File: src/rtl/aes_kx_pkg.sv
package aes_kx_pkg;

  typedef enum logic [1:0] {
    KS_128  = 2'b00,
    KS_192  = 2'b01,
    KS_256  = 2'b10,
    KS_RSVD = 2'b11
  } ksize_e;

  // GF(2^8) multiply, reduction polynomial x^8+x^4+x^3+x+1
  function automatic logic [7:0] gf_mul8(input logic [7:0] a, input logic [7:0] b);
    logic [7:0] acc;
    logic [7:0] sh;
    acc = 8'h00;
    sh  = a;
    for (int n = 0; n < 8; n++) begin
      if (b[n]) acc = acc ^ sh;
      sh = {sh[6:0], 1'b0} ^ (sh[7] ? 8'h1B : 8'h00);
    end
    return acc;
  endfunction

  function automatic logic [7:0] xtime8(input logic [7:0] a);
    return {a[6:0], 1'b0} ^ (a[7] ? 8'h1B : 8'h00);
  endfunction

  // Substitution: multiplicative inverse as a^254, then affine map
  function automatic logic [7:0] sbox8(input logic [7:0] a);
    logic [7:0] sq;
    logic [7:0] inv;
    sq  = a;
    inv = 8'h01;
    for (int k = 1; k < 8; k++) begin
      sq  = gf_mul8(sq, sq);
      inv = gf_mul8(inv, sq);
    end
    return inv ^ {inv[6:0], inv[7]} ^ {inv[5:0], inv[7:6]}
               ^ {inv[4:0], inv[7:5]} ^ {inv[3:0], inv[7:4]} ^ 8'h63;
  endfunction

endpackage

File: src/rtl/aes_kx_subword.sv
module aes_kx_subword #(
  parameter int WORD_W = 32
) (
  input  logic [WORD_W-1:0] w_in,
  output logic [WORD_W-1:0] w_out
);
  localparam int NBYTES = WORD_W / 8;

  for (genvar b = 0; b < NBYTES; b++) begin : g_byte
    assign w_out[8*b +: 8] = aes_kx_pkg::sbox8(w_in[8*b +: 8]);
  end
endmodule

File: src/rtl/aes_kx_ctrl.sv
module aes_kx_ctrl #(
  parameter int CNT_W = 5,
  parameter int POS_W = 2
) (
  input  logic             clk,
  input  logic             rst_n,
  input  logic             start,
  input  logic [1:0]       key_size,
  output logic             accept,
  output logic             busy,
  output logic [1:0]       run_size,
  output logic [POS_W-1:0] pos,
  output logic [2:0]       half_nk,
  output logic             preload,
  output logic             full_step,
  output logic             sub_step,
  output logic             last
);
  import aes_kx_pkg::*;

  logic             busy_q, busy_d;
  logic [1:0]       size_q, size_d;
  logic [CNT_W-1:0] pair_q, pair_d;
  logic [POS_W-1:0] pos_q, pos_d;
  logic             init_q, init_d;
  logic [CNT_W-1:0] total_pairs;
  logic             pos_wrap;

  always_comb begin
    unique case (size_q)
      KS_192:  begin half_nk = 3'd3; total_pairs = CNT_W'(26); end
      KS_256:  begin half_nk = 3'd4; total_pairs = CNT_W'(30); end
      default: begin half_nk = 3'd2; total_pairs = CNT_W'(22); end
    endcase
  end

  assign accept    = start && !busy_q && (key_size != KS_RSVD);
  assign pos_wrap  = ({1'b0, pos_q} == half_nk - 3'd1);
  assign last      = busy_q && (pair_q == total_pairs - CNT_W'(1));
  assign preload   = busy_q && init_q;
  assign full_step = busy_q && !init_q && (pos_q == '0);
  assign sub_step  = busy_q && !init_q && (size_q == KS_256) && (pos_q == POS_W'(2));

  always_comb begin
    busy_d = busy_q;
    size_d = size_q;
    pair_d = pair_q;
    pos_d  = pos_q;
    init_d = init_q;
    if (accept) begin
      busy_d = 1'b1;
      size_d = key_size;
      pair_d = '0;
      pos_d  = '0;
      init_d = 1'b1;
    end else if (busy_q) begin
      pair_d = pair_q + CNT_W'(1);
      pos_d  = pos_wrap ? '0 : pos_q + POS_W'(1);
      if (pos_wrap) init_d = 1'b0;
      if (last)     busy_d = 1'b0;
    end
  end

  always_ff @(posedge clk or negedge rst_n) begin
    if (!rst_n) begin
      busy_q <= 1'b0;
      size_q <= KS_128;
      pair_q <= '0;
      pos_q  <= '0;
      init_q <= 1'b0;
    end else begin
      busy_q <= busy_d;
      size_q <= size_d;
      pair_q <= pair_d;
      pos_q  <= pos_d;
      init_q <= init_d;
    end
  end

  assign busy     = busy_q;
  assign run_size = size_q;
  assign pos      = pos_q;
endmodule

File: src/rtl/aes_key_expander.sv
module aes_key_expander #(
  parameter int WORD_W = 32,
  parameter int MAX_NK = 8
) (
  input  logic                   clk,
  input  logic                   rst_n,
  input  logic                   start,
  input  logic [1:0]             key_size,
  input  logic [WORD_W*MAX_NK-1:0] key_in,
  output logic [2*WORD_W-1:0]    kw_pair,
  output logic                   kw_valid,
  output logic                   kx_done
);
  localparam int KEY_W  = WORD_W * MAX_NK;
  localparam int PAIR_W = 2 * WORD_W;
  localparam int IDX_W  = $clog2(MAX_NK);
  localparam int POS_W  = $clog2(MAX_NK / 2);

  logic             accept, busy, preload, full_step, sub_step, last;
  logic [1:0]       run_size;
  logic [POS_W-1:0] pos;
  logic [2:0]       half_nk;

  aes_kx_ctrl #(.CNT_W(5), .POS_W(POS_W)) u_ctrl (
    .clk(clk), .rst_n(rst_n), .start(start), .key_size(key_size),
    .accept(accept), .busy(busy), .run_size(run_size), .pos(pos),
    .half_nk(half_nk), .preload(preload), .full_step(full_step),
    .sub_step(sub_step), .last(last)
  );

  logic [KEY_W-1:0]  key_q, key_d;
  logic [WORD_W-1:0] hist_q [MAX_NK];
  logic [WORD_W-1:0] hist_d [MAX_NK];
  logic [7:0]        rcon_q, rcon_d;
  logic [PAIR_W-1:0] pair_q, pair_d;
  logic              valid_q, done_q;

  // Taps Nk and Nk-1 words back
  logic [IDX_W-1:0]  idx_a, idx_b;
  logic [WORD_W-1:0] tap_a, tap_b, newest, rot_w, sw_in, sw_out, temp_w;
  logic [WORD_W-1:0] w0, w1;
  logic [KEY_W-1:0]  key_sh;

  assign idx_a  = IDX_W'({half_nk, 1'b0} - 4'd1);
  assign idx_b  = IDX_W'({half_nk, 1'b0} - 4'd2);
  assign tap_a  = hist_q[idx_a];
  assign tap_b  = hist_q[idx_b];
  assign newest = hist_q[0];
  assign rot_w  = {newest[WORD_W-9:0], newest[WORD_W-1 -: 8]};
  assign sw_in  = full_step ? rot_w : newest;

  aes_kx_subword #(.WORD_W(WORD_W)) u_subword (.w_in(sw_in), .w_out(sw_out));

  always_comb begin
    if (full_step)     temp_w = sw_out ^ {rcon_q, {(WORD_W-8){1'b0}}};
    else if (sub_step) temp_w = sw_out;
    else               temp_w = newest;
    key_sh = key_q << (PAIR_W * int'(pos));
    if (preload) begin
      w0 = key_sh[KEY_W-1 -: WORD_W];
      w1 = key_sh[KEY_W-WORD_W-1 -: WORD_W];
    end else begin
      w0 = tap_a ^ temp_w;
      w1 = tap_b ^ w0;
    end
  end

  always_comb begin
    key_d  = key_q;
    rcon_d = rcon_q;
    pair_d = pair_q;
    for (int k = 0; k < MAX_NK; k++) hist_d[k] = hist_q[k];
    if (accept) begin
      key_d  = key_in;
      rcon_d = 8'h01;
    end else if (busy) begin
      pair_d    = {w0, w1};
      hist_d[0] = w1;
      hist_d[1] = w0;
      for (int k = 2; k < MAX_NK; k++) hist_d[k] = hist_q[k-2];
      if (full_step) rcon_d = aes_kx_pkg::xtime8(rcon_q);
    end
  end

  always_ff @(posedge clk or negedge rst_n) begin
    if (!rst_n) begin
      key_q   <= '0;
      rcon_q  <= 8'h01;
      pair_q  <= '0;
      valid_q <= 1'b0;
      done_q  <= 1'b0;
      for (int k = 0; k < MAX_NK; k++) hist_q[k] <= '0;
    end else begin
      key_q   <= key_d;
      rcon_q  <= rcon_d;
      pair_q  <= pair_d;
      valid_q <= busy && !accept;
      done_q  <= last;
      for (int k = 0; k < MAX_NK; k++) hist_q[k] <= hist_d[k];
    end
  end

  assign kw_pair  = pair_q;
  assign kw_valid = valid_q;
  assign kx_done  = done_q;
endmodule

File: config.mk
export PLATFORM = sky130hd
export DESIGN_NAME = aes_key_expander
export DESIGN_NICKNAME = d
export VERILOG_FILES = /design/src/rtl/aes_kx_pkg.sv /design/src/rtl/aes_kx_subword.sv /design/src/rtl/aes_kx_ctrl.sv /design/src/rtl/aes_key_expander.sv
export SDC_FILE = /design/constraint.sdc
export NUM_CORES = 2
export LEC_CHECK = 0
export CAP_MARGIN = 20
export CORE_ASPECT_RATIO = 1.25
export CORE_UTILIZATION = 45
export DETAILED_ROUTE_END_ITERATION = 8
export DONT_BUFFER_PORTS = 1
export PLACE_DENSITY = 0.59
export SYNTH_ARGS = -nofsm -noshare
export SYNTH_HDL_FRONTEND = slang
export SYNTH_SLANG_ARGS = --single-unit
File: constraint.sdc
create_clock -name clk -period 21.5 [get_ports clk]
set_input_delay 2.15 -clock clk [delete_from_list [all_inputs] [get_ports clk]]
set_output_delay 2.15 -clock clk [all_outputs]
set_load 0.02 [all_outputs]
==> impl_metrics.yaml <==
routing:
  num_vias: 78443
  antenna_left: 0
  viasPerCell: 6.02
  wl_per_cell_um: 21.8
  drt_iter0_drc: 6734
  drt-pass1-iter-count: 8
  drt_wl_total_um: 284000
  drc: 0
clock_tree:
  cts_tree: "built"
  clk_pin_slew_worst_paths_ns: 0.06
  cts-hold-fix-buffers: 0
  cts_max_path_buffers: 3
  clock_sinks: 533
  worstSkewPairLatency_ns: 0.63
  cts_root_buf: "clkbuf_16"
  cts_buffers: 50
  htree_levels: 2
die:
  die_h_um: 497
  die_area_um2: 198000
  io_pins: 327
  rows: 181
  die_x_um: 398
  initial_core_util: 0.453
  core_area_um2: 195000
timing:
  skew_ns: 0.0312
  relSlewSlack: -0.105
  worst_pin_slew_ns: 1.66
  finalCritPeriodShare: 0.942
  setup_viol: 0
  fmax_mhz: 49.4
  hold_viol_final: 0
  fin_crit_ns: 20.24
  rsz0062_at_grt: "no"
  fin_tns_setup_ns: 0
  finalMaxSlewViolations: 160
yosys:
  syn_nets: 11160
  syn_area_um2: 88200
  netlist_instances: 10864
  synth_edf_count: 0
  yosys_warnings: 0
  yosysUniqueCellTypes: 131
  async_flop_share: 1.00
  synth_flop_cell: "dfrtp_1"
  postSynthAreaPerCell_um2: 8.12
  ys_seq_area_frac: 0.151
  ys_ff_latch: 533
finish:
  area_growth_syn_to_layout_pct: 5.17
  layout.nets: 10712
  layout_common_cells: "1728 x nand2_1, 1495 x xnor2_1, 1143 x nor2_1"
  final_layout_size_suffix_gt1_frac: 0.118
  layout_commonest_cell: "nand2_1"
global_route:
  grt_pass1_wl_um: 448000
  antenna_found_initial: 14
  grt-ovfl-total: 0
  grt_max_degree: 534
  grt_pass1_vias: 76299
  grt_util_all_layers: 0.279
placed_design:
  globalplace.congestion: 0.936
  io_buffers: 0
  place_hpwl_um: 207000
setup_path:
  cpMaxStageDelayCell: "a222oi_1"
  required_ns: 21.99
  slowest_delay_ns: 0.80
  cp_max_fo: 58
  end_kind: "flip-flop"
  crit_arrival_ns: 20.73
  cp-start-kind: "flip-flop"
  cp_common_cell: "xnor2_1"
  crit_type: "reg -> reg"
  worstRegToRegCells: 58
run_status:
  violations: "max-slew violations"
  outcome: "finished with violations"
job:
  max_cap_violations: 0
worst_hold_path:
  hp-class: "reg -> reg"
  min_path_cells: 2
==> area by class of cell <==
class / instances / area [um2]
clock inverter: 23 / 375
clock buffer: 68 / 1450
tap: 2562 / 3210
sequential: 533 / 13400
fill: 18944 / 102000
inverter: 127 / 482
timing repair buffer: 364 / 2770
multi-input combinational: 9340 / 71100
antenna: 13 / 32.5
==> timing repair <==
action,4_1_cts,5_1_grt
resized for setup,0,24
buffers inserted,0,3
setup endpoints to repair,0,50
==> synth_stat cells (47+ instances only) <==
library cell,n,area share
nor4_1,49,0.0035
mux2i_1,300,0.034
xnor2_1,1548,0.15
o22ai_1,116,0.0082
mux2_2,279,0.036
nand4_1,57,0.0040
buf_4,114,0.0097
xnor3_1,379,0.097
and3_1,63,0.0045
mux4_2,128,0.033
a31oi_1,113,0.0080
nor3_1,295,0.017
nand2b_1,54,0.0038
buf_2,134,0.0076
xor3_1,47,0.013
xnor2_2,79,0.015
and2_1,66,0.0047
a211oi_1,99,0.0084
buf_1,69,0.0029
nand3_1,235,0.013
xor2_1,442,0.044
o211ai_1,74,0.0063
a21oi_1,524,0.030
nand2_1,1730,0.074
o21ai_0,439,0.025
clkbuf_1,534,0.023
nor2_1,1145,0.049
o21ai_1,54,0.0031
or3_1,52,0.0037
dfrtp_1,532,0.15
a22oi_1,62,0.0053
inv_1,95,0.0040
==> kinds of logic after synthesis <==
logic type               Yosys count  share of synthesized area
buffers and inverters            991                     0.0501
AND/OR/NAND/NOR                 3918                      0.191
AO/OA/AOI/OAI                   2087                      0.156
multiplexers                     723                      0.105
adder cells (fa/ha/maj)           36                    0.00508
XOR/XNOR                        2576                      0.342
flip-flops                       533                      0.151
==> routing by layer <==
layer	routed length (um)	GRT usage
met3	18700	0.0368
met5	0	0
met4	8690	0.0881
met1	120000	0.369
met2	137000	0.468
==> worst max-delay path, delay by kind of cell (launching register included) <==
kind | cells | cell delay (ns)
flip-flops | 1 | 0.47
buffers and inverters | 3 | 1.03
multiplexers | 5 | 1.05
XOR/XNOR | 32 | 12.52
AND/OR/NAND/NOR | 7 | 1.23
AO/OA/AOI/OAI | 8 | 1.97
adder cells (fa/ha/maj) | 3 | 1.70
==> flip-flops by register name (all words and copies together), names as in the netlist <==
name,flops
key_q,256
hist_q,223
newest,31
rcon_q,8
u_ctrl.pair_q,5
kw_pair,2
u_ctrl.pos,2
u_ctrl.run_size,2
kw_valid,1
kx_done,1
u_ctrl.busy,1
u_ctrl.init_q,1
==> stage by stage <==
step	instance area [um2]	util	hold slack, ns	setup slack (ns)	instances
global route	92700	0.477	0.489	0.0126	13029
global placement	90600	0.466	0.454	0.815	12916
floorplan	88200	-	0.440	2.62	10864
detailed placement	90600	0.466	0.457	0.454	12916
finish	92700	0.477	0.468	1.26	13030
CTS	92500	0.475	0.473	0.355	13007
==> worst paths after layout <==
kind	from	to	slack, ns
max in group asynchronous	rst_n	key_q[36]$_DFFE_PN0P_	18.94
hold / removal	key_q[27]$_DFFE_PN0P_	key_q[27]$_DFFE_PN0P_	0.47
setup / recovery	u_ctrl.pos[0]$_DFFE_PN0P_	newest[19]$_DFFE_PN0P_	1.26
setup reg to reg	u_ctrl.pos[0]$_DFFE_PN0P_	newest[19]$_DFFE_PN0P_	1.26
min in group asynchronous	rst_n	key_q[176]$_DFFE_PN0P_	1.25
hold reg to reg	key_q[27]$_DFFE_PN0P_	key_q[27]$_DFFE_PN0P_	0.47
Power is not shown: default switching activity piles up to over one toggle a cycle in this logic, so the estimate is an artifact.
